**config.mk**
```make
export PLATFORM = sky130hd
export DESIGN_NAME = attr_ctrl_regs
export DESIGN_NICKNAME = d
export VERILOG_FILES = /design/src/rtl/attr_pkg.sv /design/src/rtl/attr_phase_ctl.sv /design/src/rtl/attr_regfile.sv /design/src/rtl/attr_pan_map.sv /design/src/rtl/attr_remap_det.sv /design/src/rtl/attr_ctrl_regs.sv
export SDC_FILE = /design/constraint.sdc
export NUM_CORES = 1
export LEC_CHECK = 0
export CAP_MARGIN = 20
export CORE_MARGIN = 3
export CORE_UTILIZATION = 54
export CTS_CLUSTER_DIAMETER = 30
export CTS_CLUSTER_SIZE = 24
export DETAILED_ROUTE_END_ITERATION = 12
export GPL_TIMING_DRIVEN = 0
export PLACE_DENSITY = 0.86
export REMOVE_ABC_BUFFERS = 1
export SYNTH_ARGS = -nofsm -noshare
export SYNTH_HDL_FRONTEND = slang
export SYNTH_SLANG_ARGS = --single-unit
```
**constraint.sdc**
```tcl
create_clock -name clk_i -period 6.1 [get_ports clk_i]
set_input_delay 0.915 -clock clk_i [delete_from_list [all_inputs] [get_ports clk_i]]
set_output_delay 0.915 -clock clk_i [all_outputs]
set_load 0.01 [all_outputs]
```
**src/rtl/attr_pkg.sv**
```systemverilog
package attr_pkg;
  localparam int IDX_W  = 5;
  localparam int EN_BIT = 5;
  localparam int MODE_REMAP_BIT = 7;

  localparam logic [IDX_W-1:0] IDX_MODE  = 5'h10;
  localparam logic [IDX_W-1:0] IDX_OVSC  = 5'h11;
  localparam logic [IDX_W-1:0] IDX_PLANE = 5'h12;
  localparam logic [IDX_W-1:0] IDX_PAN   = 5'h13;
  localparam logic [IDX_W-1:0] IDX_CSEL  = 5'h14;

  typedef enum logic {
    PH_INDEX = 1'b0,
    PH_DATA  = 1'b1
  } phase_e;
endpackage

```
**src/rtl/attr_phase_ctl.sv**
```systemverilog
module attr_phase_ctl
  import attr_pkg::*;
(
  input  logic             clk_i,
  input  logic             rst_ni,
  input  logic             wr_en_i,
  input  logic [IDX_W:0]   ctrl_i,
  input  logic             status_rd_i,
  output logic [IDX_W-1:0] idx_o,
  output logic             en_o,
  output logic             data_we_o
);
  phase_e           phase_q;
  logic [IDX_W-1:0] idx_q;
  logic             en_q;

  always_ff @(posedge clk_i or negedge rst_ni) begin
    if (!rst_ni) begin
      phase_q <= PH_INDEX;
      idx_q   <= '0;
      en_q    <= 1'b1;
    end else begin
      if (wr_en_i) begin
        if (phase_q == PH_INDEX) begin
          idx_q   <= ctrl_i[IDX_W-1:0];
          en_q    <= ctrl_i[EN_BIT];
          phase_q <= PH_DATA;
        end else begin
          phase_q <= PH_INDEX;
        end
      end
      // status read wins over the toggle
      if (status_rd_i) phase_q <= PH_INDEX;
    end
  end

  assign idx_o     = idx_q;
  assign en_o      = en_q;
  assign data_we_o = wr_en_i && (phase_q == PH_DATA);

  p_idx_to_data_r2: assert property (@(posedge clk_i) disable iff (!rst_ni)
    (wr_en_i && !status_rd_i && phase_q == PH_INDEX) |=> (phase_q == PH_DATA));
  p_data_to_idx_r3: assert property (@(posedge clk_i) disable iff (!rst_ni)
    data_we_o |=> (phase_q == PH_INDEX));
  p_idx_hold_r3: assert property (@(posedge clk_i) disable iff (!rst_ni)
    data_we_o |=> ($stable(idx_q) && $stable(en_q)));
  p_status_sync_r10: assert property (@(posedge clk_i) disable iff (!rst_ni)
    status_rd_i |=> (phase_q == PH_INDEX));
endmodule

```
**src/rtl/attr_regfile.sv**
```systemverilog
module attr_regfile
  import attr_pkg::*;
#(
  parameter int DW      = 8,
  parameter int NUM_PAL = 16,
  parameter int PAL_W   = 6
) (
  input  logic                     clk_i,
  input  logic                     rst_ni,
  input  logic                     we_i,
  input  logic [IDX_W-1:0]         idx_i,
  input  logic                     en_i,
  input  logic [DW-1:0]            wdata_i,
  output logic [NUM_PAL*PAL_W-1:0] pal_flat_o,
  output logic [DW-1:0]            mode_o,
  output logic [DW-1:0]            ovsc_o,
  output logic [DW-1:0]            plane_o,
  output logic [DW-1:0]            pan_o,
  output logic [DW-1:0]            csel_o,
  output logic [DW-1:0]            rdata_o
);
  localparam int PAL_AW = $clog2(NUM_PAL);

  logic [PAL_W-1:0] pal_q [NUM_PAL];
  logic [DW-1:0] mode_q, ovsc_q, plane_q, pan_q, csel_q;
  logic pal_wr_ok;

  assign pal_wr_ok = we_i && !en_i;

  for (genvar g = 0; g < NUM_PAL; g++) begin : g_pal
    always_ff @(posedge clk_i or negedge rst_ni) begin
      if (!rst_ni)                                     pal_q[g] <= '0;
      else if (pal_wr_ok && idx_i == IDX_W'(g))        pal_q[g] <= wdata_i[PAL_W-1:0];
    end
    assign pal_flat_o[g*PAL_W +: PAL_W] = pal_q[g];
  end

  always_ff @(posedge clk_i or negedge rst_ni) begin
    if (!rst_ni) begin
      mode_q  <= '0;
      ovsc_q  <= '0;
      plane_q <= '0;
      pan_q   <= '0;
      csel_q  <= '0;
    end else if (we_i) begin
      unique case (idx_i)
        IDX_MODE:  mode_q  <= wdata_i;
        IDX_OVSC:  ovsc_q  <= wdata_i;
        IDX_PLANE: plane_q <= wdata_i;
        IDX_PAN:   pan_q   <= wdata_i;
        IDX_CSEL:  csel_q  <= wdata_i;
        default: ;
      endcase
    end
  end

  always_comb begin
    rdata_o = '0;
    if (idx_i < IDX_W'(NUM_PAL)) begin
      rdata_o = DW'(pal_q[idx_i[PAL_AW-1:0]]);
    end else begin
      case (idx_i)
        IDX_MODE:  rdata_o = mode_q;
        IDX_OVSC:  rdata_o = ovsc_q;
        IDX_PLANE: rdata_o = plane_q;
        IDX_PAN:   rdata_o = pan_q;
        IDX_CSEL:  rdata_o = csel_q;
        default:   rdata_o = '0;
      endcase
    end
  end

  assign mode_o  = mode_q;
  assign ovsc_o  = ovsc_q;
  assign plane_o = plane_q;
  assign pan_o   = pan_q;
  assign csel_o  = csel_q;

  p_pal_lock_r5: assert property (@(posedge clk_i) disable iff (!rst_ni)
    (we_i && en_i && idx_i < IDX_W'(NUM_PAL)) |=> $stable(pal_flat_o));
  p_undef_quiet_r7: assert property (@(posedge clk_i) disable iff (!rst_ni)
    (we_i && idx_i > IDX_CSEL) |=>
      ($stable(pal_flat_o) && $stable({mode_q, ovsc_q, plane_q, pan_q, csel_q})));
endmodule

```
**src/rtl/attr_pan_map.sv**
```systemverilog
module attr_pan_map #(
  parameter int DW      = 8,
  parameter int SHIFT_W = 4
) (
  input  logic [DW-1:0]      pan_raw_i,
  input  logic               text_mode_i,
  output logic [SHIFT_W-1:0] pan_eff_o
);
  localparam int TEXT_MAX = 7;

  always_comb begin
    if (text_mode_i) begin
      if (pan_raw_i > DW'(TEXT_MAX)) pan_eff_o = '0;
      else                           pan_eff_o = SHIFT_W'(pan_raw_i[2:0]) + SHIFT_W'(1);
    end else begin
      pan_eff_o = SHIFT_W'(pan_raw_i[2:0]);
    end
  end
endmodule

```
**src/rtl/attr_remap_det.sv**
```systemverilog
module attr_remap_det
  import attr_pkg::*;
#(
  parameter int DW = 8
) (
  input  logic             clk_i,
  input  logic             rst_ni,
  input  logic             we_i,
  input  logic [IDX_W-1:0] idx_i,
  input  logic [DW-1:0]    wdata_i,
  input  logic [DW-1:0]    mode_i,
  input  logic [DW-1:0]    csel_i,
  output logic             pulse_o
);
  logic trig, pulse_q;

  // compare against the value held before this write
  assign trig = we_i &&
    (((idx_i == IDX_MODE) && (wdata_i[MODE_REMAP_BIT] != mode_i[MODE_REMAP_BIT])) ||
     ((idx_i == IDX_CSEL) && (wdata_i != csel_i)));

  always_ff @(posedge clk_i or negedge rst_ni) begin
    if (!rst_ni) pulse_q <= 1'b0;
    else         pulse_q <= trig;
  end

  assign pulse_o = pulse_q;

  p_pulse_single_r11: assert property (@(posedge clk_i) disable iff (!rst_ni)
    pulse_o |=> !pulse_o);
  p_pulse_cause_r11: assert property (@(posedge clk_i) disable iff (!rst_ni)
    pulse_o |-> ($past(we_i) &&
                 ($past(idx_i) == IDX_MODE || $past(idx_i) == IDX_CSEL)));
endmodule

```
**src/rtl/attr_ctrl_regs.sv**
```systemverilog
module attr_ctrl_regs
  import attr_pkg::*;
#(
  parameter int DW      = 8,
  parameter int NUM_PAL = 16,
  parameter int PAL_W   = 6,
  parameter int SHIFT_W = 4
) (
  input  logic                     clk_i,
  input  logic                     rst_ni,
  input  logic                     wr_en_i,
  input  logic [DW-1:0]            wr_data_i,
  input  logic                     status_rd_i,
  input  logic                     text_mode_i,
  output logic [DW-1:0]            idx_rdata_o,
  output logic [DW-1:0]            data_rdata_o,
  output logic [NUM_PAL*PAL_W-1:0] pal_flat_o,
  output logic [DW-1:0]            mode_o,
  output logic [DW-1:0]            overscan_o,
  output logic [DW-1:0]            plane_en_o,
  output logic [DW-1:0]            pan_raw_o,
  output logic [SHIFT_W-1:0]       pan_eff_o,
  output logic [DW-1:0]            color_sel_o,
  output logic                     disp_en_o,
  output logic                     remap_o
);
  logic [IDX_W-1:0] idx;
  logic             en;
  logic             data_we;

  attr_phase_ctl u_phase (
    .clk_i       (clk_i),
    .rst_ni      (rst_ni),
    .wr_en_i     (wr_en_i),
    .ctrl_i      (wr_data_i[IDX_W:0]),
    .status_rd_i (status_rd_i),
    .idx_o       (idx),
    .en_o        (en),
    .data_we_o   (data_we)
  );

  attr_regfile #(.DW(DW), .NUM_PAL(NUM_PAL), .PAL_W(PAL_W)) u_regs (
    .clk_i      (clk_i),
    .rst_ni     (rst_ni),
    .we_i       (data_we),
    .idx_i      (idx),
    .en_i       (en),
    .wdata_i    (wr_data_i),
    .pal_flat_o (pal_flat_o),
    .mode_o     (mode_o),
    .ovsc_o     (overscan_o),
    .plane_o    (plane_en_o),
    .pan_o      (pan_raw_o),
    .csel_o     (color_sel_o),
    .rdata_o    (data_rdata_o)
  );

  attr_pan_map #(.DW(DW), .SHIFT_W(SHIFT_W)) u_pan (
    .pan_raw_i   (pan_raw_o),
    .text_mode_i (text_mode_i),
    .pan_eff_o   (pan_eff_o)
  );

  attr_remap_det #(.DW(DW)) u_remap (
    .clk_i   (clk_i),
    .rst_ni  (rst_ni),
    .we_i    (data_we),
    .idx_i   (idx),
    .wdata_i (wr_data_i),
    .mode_i  (mode_o),
    .csel_i  (color_sel_o),
    .pulse_o (remap_o)
  );

  assign idx_rdata_o = DW'({en, idx});
  assign disp_en_o   = en;

  p_text_pan_range_r8: assert property (@(posedge clk_i) disable iff (!rst_ni)
    text_mode_i |-> (pan_eff_o <= SHIFT_W'(8)));
endmodule

```
=== After elaboration in Yosys (flattened, before gate mapping) ===
Cells that the tools add are included.

* Input bits: 13
* Register bits after elaboration: 144
* Output and inout port bits: 158
* Word-level logic and storage cells: 94

* Multiplexer cells: 10
* Bitwise logic cells: 2
* Equal/unequal tests: 22
* $lt $le $gt $ge: 3
* Add/sub/neg operators: 1
* Reduce and logical (&&, ||, !) cells: 31

{| class="wikitable"
|+ Operators with widths
! cell !! number
|-
| $eq 5x4->1 const B || 8
|-
| $pmux 8 s5 || 1
|-
| $eq 5x5->1 const B || 5
|-
| $bmux 6 s4 || 1
|-
| $logic_and 1x1->1 || 21
|-
| $eq 5x3->1 const B || 4
|-
| $mux 6 || 2
|-
| $reduce_and 2->1 || 6
|-
| $eq 5x2->1 const B || 2
|-
| $gt 8x3->1 const B || 1
|-
| $mux 4 || 2
|-
| $mux 8 || 1
|-
| $ne 8x8->1 || 1
|-
| $eq 5x1->1 const B || 1
|-
| $ge 5x5->1 const B || 1
|-
| $logic_not 5->1 || 1
|-
| $lt 5x5->1 const B || 1
|-
| $not 4->5 || 1
|-
| $add 3x1->4 const B || 1
|-
| $mux 1 || 3
|-
| $reduce_bool 2->1 || 1
|-
| $logic_not 1->1 || 1
|-
| $logic_or 1x1->1 || 1
|-
| $ne 1x1->1 || 1
|-
| $not 1->1 || 1
|}

=== Logic depth before layout (Yosys ltp) ===
Gate-level depths: netlist of the first run.

* Word-level depth: 5
* Gate-level depth with buffers: 7
* Gate-level depth less buffers: 4

=== Hierarchy ===
From an unflattened synthesis of the first run, not the netlist that was laid out.

* Cells, all modules: 498
* Area total of the unflattened synthesis: 7051.8 µm²

{| class="wikitable"
|+ By module, submodules not included
! module !! instances !! cells each !! area each (µm²) !! sequential area each (µm²)
|-
| attr_regfile || 1 || 444 || 6443.7 || 3403.3
|-
| attr_phase_ctl || 1 || 18 || 311.5 || 176.4
|-
| attr_remap_det || 1 || 16 || 150.1 || 25.0
|-
| attr_pan_map || 1 || 16 || 120.1 || 0.0
|-
| attr_ctrl_regs || 1 || 4 || 26.3 || 0.0
|}

=== Worst setup path before layout of the first run ===
No wires, ideal clock.

* Kind: reg-to-output
* Start: register u_phase.idx_q[0], in the netlist u_phase.idx_o[0]
* End: output port data_rdata_o[3]
* Setup slack: 3.409 ns
* Data arrival time: 1.776 ns
* Required time: 5.185 ns
* Stages on the path, launching flop included: 7
* Path buffers: 3
* Cell sequence: dfrtp_1 buf_2 buf_2 buf_2 mux2_2 a32oi_1 nand4_1

* Cells in the longest elaborated chain, start to end: 5

{| class="wikitable"
|+ RTL lines
! what !! RTL line !! RTL
|-
| from (decl) || attr_phase_ctl.sv:14 || <nowiki>logic [IDX_W-1:0] idx_q;</nowiki>
|-
| from (signal assigned) || attr_phase_ctl.sv:25 || <nowiki>idx_q <= ctrl_i[IDX_W-1:0];</nowiki>
|-
| $not 4->5 (not written as such) || attr_regfile.sv:60 || <nowiki>rdata_o = DW'(pal_q[idx_i[PAL_AW-1:0]]);</nowiki>
|-
| $bmux 6 s4 || attr_regfile.sv:60 ||
|-
| $mux 6 (not written as such) (2 in series) || attr_regfile.sv:60 ||
|-
| $mux 8 (*) || attr_regfile.sv:59 || <nowiki>if (idx_i < IDX_W'(NUM_PAL)) begin</nowiki>
|-
| to (decl) || attr_ctrl_regs.sv:16 || <nowiki>output logic [DW-1:0] data_rdata_o,</nowiki>
|}

Mark *: on every way between the ends. The rest lies on a longest branch, timed or not. The select of a mux whose other input is x is not followed.

=== Worst setup path in the final report of the first run ===
* Start: register u_phase.idx_q[4], in the netlist u_phase.idx_o[4]
* End: output port data_rdata_o[4]

* Cells in the longest elaborated chain, start to end: 3

{| class="wikitable"
|+ RTL lines
! what !! RTL line !! RTL
|-
| $eq 5x5->1 || attr_regfile.sv:62 || <nowiki>case (idx_i)</nowiki>
|-
| $pmux 8 s5 || attr_regfile.sv:62 ||
|-
| $mux 8 (*) || attr_regfile.sv:59 ||
|}

Mark *: on every way between the ends. The rest lies on a longest branch, timed or not.

==> Flow_metrics.wiki, run 1 <==
{| class="wikitable"
! Metric !! Value
|-
| Status || finished, final reports clean
|-
| Weighted congestion reported at the end of routability-driven placement || 0.833
|-
| Routed WL per cell || 23.8 um
|-
| Maximum net fanout on the critical path || 19
|-
| Area used by multi-input combinational logic || 3110 um2
|-
| Data required time of the critical path || 5.18 ns
|-
| Max Cap Violations || 0
|-
| Met3 track utilization from global routing || 0.0821
|-
| Total power draw || 3.18 mW
|-
| Buffers inserted during post-CTS setup optimization || 0
|-
| Final critical-path share of the clock period || 0.653
|-
| Worst slack at placement || 2.62 ns
|-
| Count of boundary I/O pins || 171
|-
| Worst Setup End Kind || output port
|-
| Effective utilization at floorplan || 0.562
|-
| Cell count after synthesis || 503
|-
| RSZ-0062 raised after global routing || no
|-
| Number of warnings printed during yosys synthesis || 0
|-
| Clock skew || 0.00657 ns
|-
| Hold bufs inserted after CTS || 0
|-
| Most area-hungry cell type in the Yosys netlist || sky130_fd_sc_hd__dfrtp_1
|-
| Worst slew pin tran || 1.03 ns
|-
| Count of cells resized by post-cts repair || 0
|-
| Type of the worst min-delay path || reg -> reg
|-
| Worst vdd ir || 0.000216 V
|-
| Detailed-router iteration count before antenna repair || 5
|-
| Post-DP HPWL || 13400 um
|-
| Die H || 119 um
|-
| Share of post-route cells with drive strength above 1 || 0.318
|-
| Global Route met1 Usage || 0.376
|-
| Global-route wire length before repair || 31000 um
|-
| Final hold vios || 0
|-
| Final Max Slew Viols || 0
|-
| Worst endpoint data arrival time || 3.07 ns
|-
| Count of input and output buffers || 168
|-
| H-tree levels || 4
|-
| Die X || 119 um
|-
| Maximum clock frequency || 0.251 GHz
|-
| Inserted Clock Buffers || 17
|-
| Number of remaining DRC errors || 0
|-
| Worst-case register-to-register setup slack || 3.22 ns
|-
| Cell with the most instances after synthesis || sky130_fd_sc_hd__mux2_2
|-
| Number of inserted filler cells in the final layout || 815
|-
| Overall fraction of global-route tracks in use || 0.287
|-
| Vias after detailed routing || 5032
|-
| GR peak layer || met2
|-
| Overflow left after global routing || 0
|-
| Global Route met2 Usage || 0.463
|-
| Yosys cell types || 42
|-
| Clock tree from TritonCTS || yes
|-
| Via density || 6.00
|-
| Growth of design area from synthesis to finish || 34.9%
|-
| Power per unit of standard cell area || 342 nW/um2
|-
| Register area || 3610 um2
|-
| Sequential-to-total area share from yosys stat || 0.523
|-
| Leakage || 4.17 nW
|-
| Via count of the first global-routing pass || 5391
|-
| Area share of the largest cell type after synthesis || 0.519
|-
| Average footprint of a synthesized cell || 13.7 um2
|-
| Crit start category || register
|-
| Cells taking the most area after synthesis || sky130_fd_sc_hd__dfrtp_1 (52%), sky130_fd_sc_hd__mux2_2 (24%), sky130_fd_sc_hd__mux4_2 (4.6%)
|-
| Total Die Area || 14200 um2
|-
| Proportion of register bits with asynchronous set or reset after synthesis || 1.00
|-
| Leading cell types by count after synthesis || sky130_fd_sc_hd__mux2_2 (148), sky130_fd_sc_hd__dfrtp_1 (143), sky130_fd_sc_hd__mux2i_1 (24), sky130_fd_sc_hd__a22oi_1 (22), sky130_fd_sc_hd__nand2_1 (21)
|-
| Cell row count || 40
|-
| Minimum period implied by the final worst setup slack || 3.98 ns
|-
| Sinks on Clock Net || 144
|-
| CTS clk-pin slew, worst paths || 0.06 ns
|-
| Remaining max-slew budget at the tightest pin || 0.311
|-
| Final WS setup || 2.12 ns
|-
| Cell at the root of the clock tree || sky130_fd_sc_hd__clkbuf_16
|-
| Clock insertion delay at the later pin of the skew report || 0.42 ns
|-
| Number of synthesized flops with an enable pin || 0
|-
| Total Neg Setup Slack || 0 ns
|-
| Flip-flop cell with the highest count after synthesis || sky130_fd_sc_hd__dfrtp_1
|-
| Final-stage net count || 671
|-
| Mapped cell area || 6890 um2
|-
| Total of flip-flops plus latches after synthesis || 144
|-
| CORE AREA || 12300 um2
|-
| Largest net degree at the start of global routing || 85
|-
| Max Buffers Root-to-Sink || 2
|-
| WS Path Type || reg -> out
|-
| Final Routed Wirelength || 20000 um
|-
| Initial antenna violation count || 0
|-
| ANT cells || 0
|-
| Antenna-violating nets left || 0
|-
| Setup violations, final || 0
|-
| Violation count after the first detailed-route iteration || 510
|}
-- worst paths after layout --
| kind | startpoint | end | cells past startpoint |
|---|---|---|---|
| setup / recovery | u_phase.idx_o[4]$_DFFE_PN0P_ | data_rdata_o[4] | 5 |
| hold / removal | u_regs.pal_flat_o[62]$_DFFE_PN0P_ | u_regs.pal_flat_o[62]$_DFFE_PN0P_ | 1 |
| setup reg to reg | u_phase.idx_o[1]$_DFFE_PN0P_ | u_regs.pal_flat_o[36]$_DFFE_PN0P_ | 3 |
| hold reg to reg | u_regs.pal_flat_o[62]$_DFFE_PN0P_ | u_regs.pal_flat_o[62]$_DFFE_PN0P_ | 1 |
| max in group asynchronous | rst_ni | u_phase.en_o$_DFFE_PN1P_ | 2 |
| min in group asynchronous | rst_ni | u_regs.pal_flat_o[14]$_DFFE_PN0P_ | 1 |
-- flip-flops by register name, indices dropped and copies added, names as in the netlist --
register / count
u_regs.pal_flat_o: 96
u_regs.csel_o: 8
u_regs.mode_o: 8
u_regs.ovsc_o: 8
u_regs.pan_o: 8
u_regs.plane_o: 8
u_phase.idx_o: 5
u_phase.en_o: 1
u_phase.phase_q: 1
u_remap.pulse_o: 1
-- routing by layer --
metal / routed length (um) / part of all wire
met1: 8070 / 0.40
met4: 411 / 0.021
met5: 0 / 0
met2: 10000 / 0.50
met3: 1490 / 0.075
-- placed cells by master (no fill, tap or decap), types with 3 or more instances in the layout --
cell type                         instances
sky130_fd_sc_hd__nand4_1                  6
sky130_fd_sc_hd__a21oi_1                  6
sky130_fd_sc_hd__nor3_1                   6
sky130_fd_sc_hd__mux2i_1                 24
sky130_fd_sc_hd__mux2_2                 148
sky130_fd_sc_hd__a22oi_1                 22
sky130_fd_sc_hd__mux4_2                  14
sky130_fd_sc_hd__nor3_4                   3
sky130_fd_sc_hd__nor2_1                  10
sky130_fd_sc_hd__dfrtp_1                141
sky130_fd_sc_hd__clkdlybuf4s50_1        167
sky130_fd_sc_hd__nor2b_1                  4
sky130_fd_sc_hd__nor3b_1                  4
sky130_fd_sc_hd__nand2_1                 21
sky130_fd_sc_hd__nand3_1                 10
sky130_fd_sc_hd__clkinv_2                 4
sky130_fd_sc_hd__nand3b_1                 3
sky130_fd_sc_hd__clkbuf_16               17
sky130_fd_sc_hd__bufinv_16                4
sky130_fd_sc_hd__clkinvlp_4               3
sky130_fd_sc_hd__xnor2_1                 10
sky130_fd_sc_hd__o21ai_0                  4
-- stage by stage --
step                area (um2)  utilization  hold WS (ns)  std cells
finish                    9300        0.758         0.529        838
global route              9300        0.758         0.549        838
CTS                       9290        0.758         0.536        836
detailed placement        8660        0.706         0.518        804
global placement          8610        0.702         0.508        802
floorplan                 6720            -         0.566        466
-- report_power, final --
part	internal [mW]	switching (mW)	total, mW
clock network	0.694	0.410	1.10
registers	1.09	0.175	1.27
logic	0.469	0.338	0.807
total	2.26	0.923	3.18
-- critical path, stage by stage (launching register included) --
cell and delay, ns:
sky130_fd_sc_hd__dfrtp_1 0.70, sky130_fd_sc_hd__or3b_1 0.61, sky130_fd_sc_hd__nor3_4 0.44, sky130_fd_sc_hd__a22oi_1 0.16, sky130_fd_sc_hd__nand4_1 0.18, sky130_fd_sc_hd__clkdlybuf4s50_1 0.56
-- final cells by class --
class                           count  area share
Clock buffer                       18      0.0472
Clock inverter                     14      0.0203
Inverter                            1    0.000404
Multi-Input combinational cell    321       0.334
Sequential cell                   144       0.388
Tap cell                          168      0.0226
Timing Repair Buffer              172       0.187
-- cell families after synthesis --
family	after synthesis	synth area share
other	1	0.000544
and+or+nand+nor	83	0.0737
buffers and inverters	39	0.0269
xor gates and xnor gates	10	0.0127
muxes	186	0.322
AOI/OAI and AO/OA	39	0.0392
DFF	144	0.523
adders and majority gates	1	0.00181
Power figures use the tool's default switching activity.
==> inputs of run 2 (changes only) <==
CORE_UTILIZATION = 45   (was 54)
PLACE_DENSITY = 0.77   (was 0.86)
clock period = 3.6 ns   (was 6.1 ns; I/O delays follow)
==> Flow_metrics.wiki, run 2 (same netlist as run 1, synthesis figures left out) <==
{| class="wikitable"
! Metric !! Value
|-
| WS Path Type || reg -> out
|-
| Count of boundary I/O pins || 171 (unchanged)
|-
| Leakage || 4.18 nW (+0.13%)
|-
| Via count of the first global-routing pass || 4987 (-7.5%)
|-
| Status || finished, final reports clean
|-
| Global Route met1 Usage || 0.305 (-0.0709)
|-
| Worst-case hold slack || 0.116 ns (-0.413 ns)
|-
| Violation count after the first detailed-route iteration || 263 (-48%)
|-
| Final Max Slew Viols || 0 (unchanged)
|-
| Sinks on Clock Net || 144 (unchanged)
|-
| Effective utilization at floorplan || 0.467 (-0.0950)
|-
| Remaining max-slew budget at the tightest pin || 0.303 (-0.00806)
|-
| Max Buffers Root-to-Sink || 2 (unchanged)
|-
| Vias after detailed routing || 4876 (-3.1%)
|-
| ANT cells || 0 (unchanged)
|-
| Max Cap Violations || 0 (unchanged)
|-
| Number of remaining DRC errors || 0 (unchanged)
|-
| Met3 track utilization from global routing || 0.0618 (-0.0203)
|-
| Clock tree from TritonCTS || yes
|-
| Routed WL per cell || 23.1 um (-3.2%)
|-
| H-tree levels || 4 (unchanged)
|-
| Minimum period implied by the final worst setup slack || 3.40 ns
|-
| Final Routed Wirelength || 19800 um (-1.0%)
|-
| Overflow left after global routing || 0 (unchanged)
|-
| Max reg flops || 96 (unchanged)
|-
| Area used by multi-input combinational logic || 3110 um2 (unchanged)
|-
| Clock skew || 0.00876 ns (+0.00219 ns)
|-
| Detailed-router iteration count before antenna repair || 4 (-1)
|-
| Global-route wire length before repair || 29600 um (-4.8%)
|-
| Die X || 130 um (+9.1%)
|-
| Final WS setup || 0.201 ns (-1.91 ns)
|-
| Maximum clock frequency || 0.294 GHz
|-
| Worst slew pin tran || 1.04 ns (+0.0167 ns)
|-
| Number of inserted filler cells in the final layout || 1128 (+38%)
|-
| Most frequent cells in the layout || sky130_fd_sc_hd__clkdlybuf4s50_1 (167), sky130_fd_sc_hd__mux2_2 (148), sky130_fd_sc_hd__dfrtp_1 (140), sky130_fd_sc_hd__mux2i_1 (24), sky130_fd_sc_hd__a22oi_1 (22)
|-
| Worst endpoint data arrival time || 2.86 ns (-0.21 ns)
|-
| Total Die Area || 16800 um2 (+19%)
|-
| Maximum net fanout on the critical path || 15 (-4)
|-
| Clock insertion delay at the later pin of the skew report || 0.42 ns (about the same)
|-
| Via density || 5.69 (-5.2%)
|-
| GR peak layer || met2
|-
| Overall fraction of global-route tracks in use || 0.236 (-0.0505)
|-
| Type of the worst min-delay path || in -> async
|-
| Die H || 130 um (+9.1%)
|-
| Share of post-route cells with drive strength above 1 || 0.321 (+0.00304)
|-
| Worst vdd ir || 0.000336 V (+56%)
|-
| Setup violations, final || 0 (unchanged)
|-
| Cell at the root of the clock tree || sky130_fd_sc_hd__clkbuf_16
|-
| Count of input and output buffers || 168 (unchanged)
|-
| Worst slack at placement || 0.450 ns (-2.17 ns)
|-
| Hold bufs inserted after CTS || 0 (unchanged)
|-
| Post-DP HPWL || 13500 um (+1.1%)
|-
| Inserted Clock Buffers || 17 (unchanged)
|-
| Growth of design area from synthesis to finish || 35.3%
|-
| Commonest non-fill, non-tap cell in the layout || sky130_fd_sc_hd__clkdlybuf4s50_1
|-
| Crit start category || register
|-
| Final-stage net count || 674 (+0.45%)
|-
| Worst Setup End Kind || output port
|-
| Global Route met2 Usage || 0.390 (-0.0724)
|-
| Final critical-path share of the clock period || 0.944
|-
| Power per unit of standard cell area || 562 nW/um2 (+64%)
|-
| Antenna-violating nets left || 0 (unchanged)
|-
| CORE AREA || 14800 um2 (+20%)
|-
| Weighted congestion reported at the end of routability-driven placement || 0.844 (+1.3%)
|-
| RSZ-0062 raised after global routing || no
|-
| Final hold vios || 0 (unchanged)
|-
| Register area || 3610 um2 (about the same)
|-
| Cell row count || 44 (+10%)
|-
| Initial antenna violation count || 0 (unchanged)
|-
| Data required time of the critical path || 3.06 ns (-2.12 ns)
|-
| Largest net degree at the start of global routing || 74 (-13%)
|-
| CTS clk-pin slew, worst paths || 0.06 ns (about the same)
|}
[run 2: cell count changes in the layout (fill, tap and decap cells not counted), sizes merged]
cell | before | now
clkbuf | 20 | 23
inv | 2 | 1
buf | 3 | 6
bufinv | 4 | 2
[run 2: layer usage]
layer,share of wire,wire (um),up-vias
li1,-,-,2173
met1,0.40,7900,2514
met2,0.51,10200,170
met3,0.072,1420,19
met4,0.014,278,0
met5,0,0,-
[run 2: worst paths after layout]
kind                       slack (ns)                               from  cells after the start                           endpoint
hold / removal                   0.12                             rst_ni                      1  u_regs.pal_flat_o[39]$_DFFE_PN0P_
min in group clk_i               0.53  u_regs.pal_flat_o[69]$_DFFE_PN0P_                      1  u_regs.pal_flat_o[69]$_DFFE_PN0P_
setup reg to reg                 0.90       u_phase.idx_o[1]$_DFFE_PN0P_                      4  u_regs.pal_flat_o[61]$_DFFE_PN0P_
max in group asynchronous        2.69                             rst_ni                      2  u_regs.pal_flat_o[86]$_DFFE_PN0P_
setup / recovery                 0.20       u_phase.idx_o[2]$_DFFE_PN0P_                      6                    data_rdata_o[2]
hold reg to reg                  0.53  u_regs.pal_flat_o[69]$_DFFE_PN0P_                      1  u_regs.pal_flat_o[69]$_DFFE_PN0P_
[run 2: worst max-delay path: stages, from the launching register on]
cell and delay, ns:
sky130_fd_sc_hd__dfrtp_1 0.55, sky130_fd_sc_hd__or3b_1 0.64, sky130_fd_sc_hd__nor3_4 0.29, sky130_fd_sc_hd__buf_12 0.14, sky130_fd_sc_hd__a22oi_1 0.08, sky130_fd_sc_hd__nand4_1 0.18, sky130_fd_sc_hd__clkdlybuf4s50_1 0.55
[run 2: area by class of cell]
type                       count  share of cell area
tap                          184              0.0247
timing repair buffer         175               0.192
clock inverter                11              0.0121
clock buffer                  21              0.0504
inverter                       1            0.000402
sequential                   144               0.387
multi-input combinational    321               0.333
[run 2: power breakdown]
part | leakage (nW) | switching (mW) | internal, mW
registers | 1.96 | 0.270 | 1.85
clock network | 0.284 | 0.664 | 1.07
logic | 1.94 | 0.587 | 0.802
[run 2: metrics by stage]
stage / instance area, um2 / TNS (ns) / util / cells / power (mW)
6_report: 9330 / 0 / 0.632 / 857 / 5.24
5_1_grt: 9330 / 0 / 0.632 / 857 / 5.45
4_1_cts: 9270 / 0 / 0.628 / 852 / 5.27
3_5_place_dp: 8680 / 0 / 0.588 / 820 / 3.53
3_3_place_gp: 8630 / -539.45 / 0.585 / 818 / 3.48
2_1_floorplan: 6720 / 0 / - / 466 / 2.72
[run 2: timing repair]
action,in CTS,in global routing
setup buffers,0,3
resized for setup,0,1
endpoints found under the setup margin,0,7
hold endpoints to repair,0,0
==> inputs of run 3 (changes only) <==
CORE_UTILIZATION = 50   (was 45)
PLACE_DENSITY = 0.81   (was 0.77)
SETUP_SLACK_MARGIN = 0.05   (was unset)
clock period = 3.7 ns   (was 3.6 ns; I/O delays follow)
==> Flow_metrics.wiki, run 3 (same netlist as run 1, synthesis figures left out) <==
{| class="wikitable"
! Metric !! Value
|-
| Fraction of the core area covered by cells at the end of the flow || 0.689 (+0.0567)
|-
| Instance count on the critical path || 5 (-1)
|-
| Minimum period implied by the final worst setup slack || 3.48 ns
|-
| CORE AREA || 13300 um2 (-9.5%)
|-
| Max reg flops || 96 (unchanged)
|-
| Clock skew || 0.00950 ns (+0.000742 ns)
|-
| Final hold vios || 0 (unchanged)
|-
| Via density || 5.86 (+3.0%)
|-
| Data required time of the critical path || 3.14 ns (+0.08 ns)
|-
| Detailed-router iteration count before antenna repair || 5 (+1)
|-
| Remaining max-slew budget at the tightest pin || 0.248 (-0.0553)
|-
| Worst-case register-to-register setup slack || 0.89 ns (about the same)
|-
| Die X || 123 um (-4.9%)
|-
| Vias after detailed routing || 4933 (+1.2%)
|-
| Power per unit of standard cell area || 533 nW/um2 (-5.2%)
|-
| Setup violations, final || 0 (unchanged)
|-
| Most frequent cells in the layout || sky130_fd_sc_hd__clkdlybuf4s50_1 (167), sky130_fd_sc_hd__mux2_2 (148), sky130_fd_sc_hd__dfrtp_1 (140), sky130_fd_sc_hd__mux2i_1 (24), sky130_fd_sc_hd__a22oi_1 (22)
|-
| Cell Count Post-Placement || 812 (-0.98%)
|-
| Commonest non-fill, non-tap cell in the layout || sky130_fd_sc_hd__clkdlybuf4s50_1
|-
| Total Die Area || 15200 um2 (-9.5%)
|-
| Status || finished, final reports clean
|-
| Final Max Slew Viols || 0 (unchanged)
|-
| Clock insertion delay at the later pin of the skew report || 0.42 ns (about the same)
|-
| Initial antenna violation count || 0 (unchanged)
|-
| Launching point of the worst reg2reg path || u_phase.idx_o[1]$_DFFE_PN0P_
|-
| Worst vdd ir || 0.000352 V (+4.8%)
|-
| Worst-path cell with the longest stage delay || sky130_fd_sc_hd__or3b_1
|-
| Worst r2r path cells || 4 (unchanged)
|-
| Largest net degree at the start of global routing || 87 (+18%)
|-
| Global-route wire length before repair || 29700 um (+0.33%)
|-
| Number of buffers and inverters on the critical path || 1 (-1)
|-
| Maximum net fanout on the critical path || 19 (+4)
|-
| CP peak stage delay || 0.59 ns (-0.05 ns)
|-
| Max Cap Violations || 0 (unchanged)
|-
| Weighted congestion reported at the end of routability-driven placement || 0.874 (+3.6%)
|-
| Maximum clock frequency || 0.287 GHz
|-
| Clock tree from TritonCTS || yes
|-
| Crit start category || register
|-
| Hold bufs inserted after CTS || 0 (unchanged)
|-
| Count of boundary I/O pins || 171 (unchanged)
|-
| Count of input and output buffers || 168 (unchanged)
|-
| Overflow left after global routing || 0 (unchanged)
|-
| Worst endpoint data arrival time || 2.92 ns (+0.06 ns)
|-
| CTS clk-pin slew, worst paths || 0.06 ns (about the same)
|-
| Overall fraction of global-route tracks in use || 0.264 (+0.0277)
|-
| Worst Setup End Kind || output port
|-
| Sequence of cells on the critical path || or3b_1, nor3_4, a22oi_1, nand4_1, clkdlybuf4s50_1
|-
| Final Routed Wirelength || 19600 um (-0.96%)
|-
| Worst slew pin tran || 1.13 ns (+0.0827 ns)
|-
| RSZ-0062 raised after global routing || no
|-
| Final critical-path share of the clock period || 0.940
|-
| Via count of the first global-routing pass || 5225 (+4.8%)
|-
| Max Buffers Root-to-Sink || 2 (unchanged)
|-
| Cell row count || 42 (-4.5%)
|-
| Type of the worst min-delay path || in -> async
|-
| Final-stage net count || 670 (-0.59%)
|-
| Growth of design area from synthesis to finish || 33.4%
|-
| Destination of the worst register-to-register timing path || u_regs.pal_flat_o[39]$_DFFE_PN0P_
|-
| Cell at the root of the clock tree || sky130_fd_sc_hd__clkbuf_16
|-
| Worst-case hold slack || 0.102 ns (-0.0139 ns)
|-
| ANT cells || 0 (unchanged)
|-
| Non-filler cells in the finished layout || 842 (-1.8%)
|-
| Routed WL per cell || 23.3 um (+0.80%)
|-
| WS Path Type || reg -> out
|-
| Sinks on Clock Net || 144 (unchanged)
|-
| Violation count after the first detailed-route iteration || 425 (+62%)
|-
| Effective utilization at floorplan || 0.516 (+0.0492)
|-
| Post-DP HPWL || 13300 um (-2.0%)
|-
| Share of post-route cells with drive strength above 1 || 0.312 (-0.00864)
|-
| Number of remaining DRC errors || 0 (unchanged)
|-
| Kind of cell with the highest combined delay on the critical path || simple AND/OR/NAND/NOR gates
|-
| H-tree levels || 4 (unchanged)
|-
| Antenna-violating nets left || 0 (unchanged)
|-
| Leakage || 4.12 nW (-1.3%)
|-
| Inserted Clock Buffers || 17 (unchanged)
|-
| Die H || 123 um (-4.9%)
|}
-- run 3: changes by cell type in the layout (fill, tap and decap cells not counted), sizes merged --
cell / change
clkbuf: -2
clkinv: +1
bufinv: -2
buf: -2
clkinvlp: -2
-- run 3: cell type report --
type	instances	area, um2
Clock buffer	21	460
Clock inverter	8	42.5
Fill cell	953	4150
Inverter	1	3.75
Multi-Input combinational cell	321	3110
Sequential cell	144	3610
Tap cell	176	220
Timing Repair Buffer	171	1750
-- run 3: through the flow --
step                setup TNS, ns  setup slack [ns]  power, mW  area (um2)
CTS                             0            0.0599       4.91        9180
global placement          -509.84             -3.35       3.38        8620
detailed placement              0             0.528       3.42        8670
floorplan                       0             0.507       2.64        6720
global route                    0             0.102       5.10        9200
finish                          0             0.222       4.90        9200
-- run 3: worst max path at each step --
| stage | start | end | slack [ns] |
|---|---|---|---|
| finish | u_phase.idx_o[4]$_DFFE_PN0P_ | data_rdata_o[4] | 0.22 |
| global route | u_phase.idx_o[4]$_DFFE_PN0P_ | data_rdata_o[2] | 0.10 |
| CTS | u_phase.idx_o[4]$_DFFE_PN0P_ | data_rdata_o[4] | 0.06 |
| detailed placement | u_phase.idx_o[4]$_DFFE_PN0P_ | data_rdata_o[4] | 0.53 |
| global placement | rst_ni | u_regs.pal_flat_o[86]$_DFFE_PN0P_ | -3.35 |
| floorplan | u_phase.idx_o[1]$_DFFE_PN0P_ | u_regs.pal_flat_o[42]$_DFFE_PN0P_ | 0.51 |
-- run 3: what timing repair did --
action	4_1_cts	5_1_grt
resized for setup	0	1
hold endpoints to repair	0	0
setup endpoints to repair	0	6
buffers inserted	0	1
-- run 3: report_power, final --
part,total (mW),internal [mW],switching (mW),leakage (nW)
registers,2.07,1.80,0.263,1.96
clock network,1.49,0.870,0.617,0.254
logic,1.35,0.778,0.570,1.91
-- run 3: layer usage --
layer	track usage	up-vias	wire length, um
met5	0	-	0
met4	0.0900	0	356
met3	0.0682	24	1190
met2	0.440	180	9930
met1	0.336	2575	8100
li1	-	2154	-
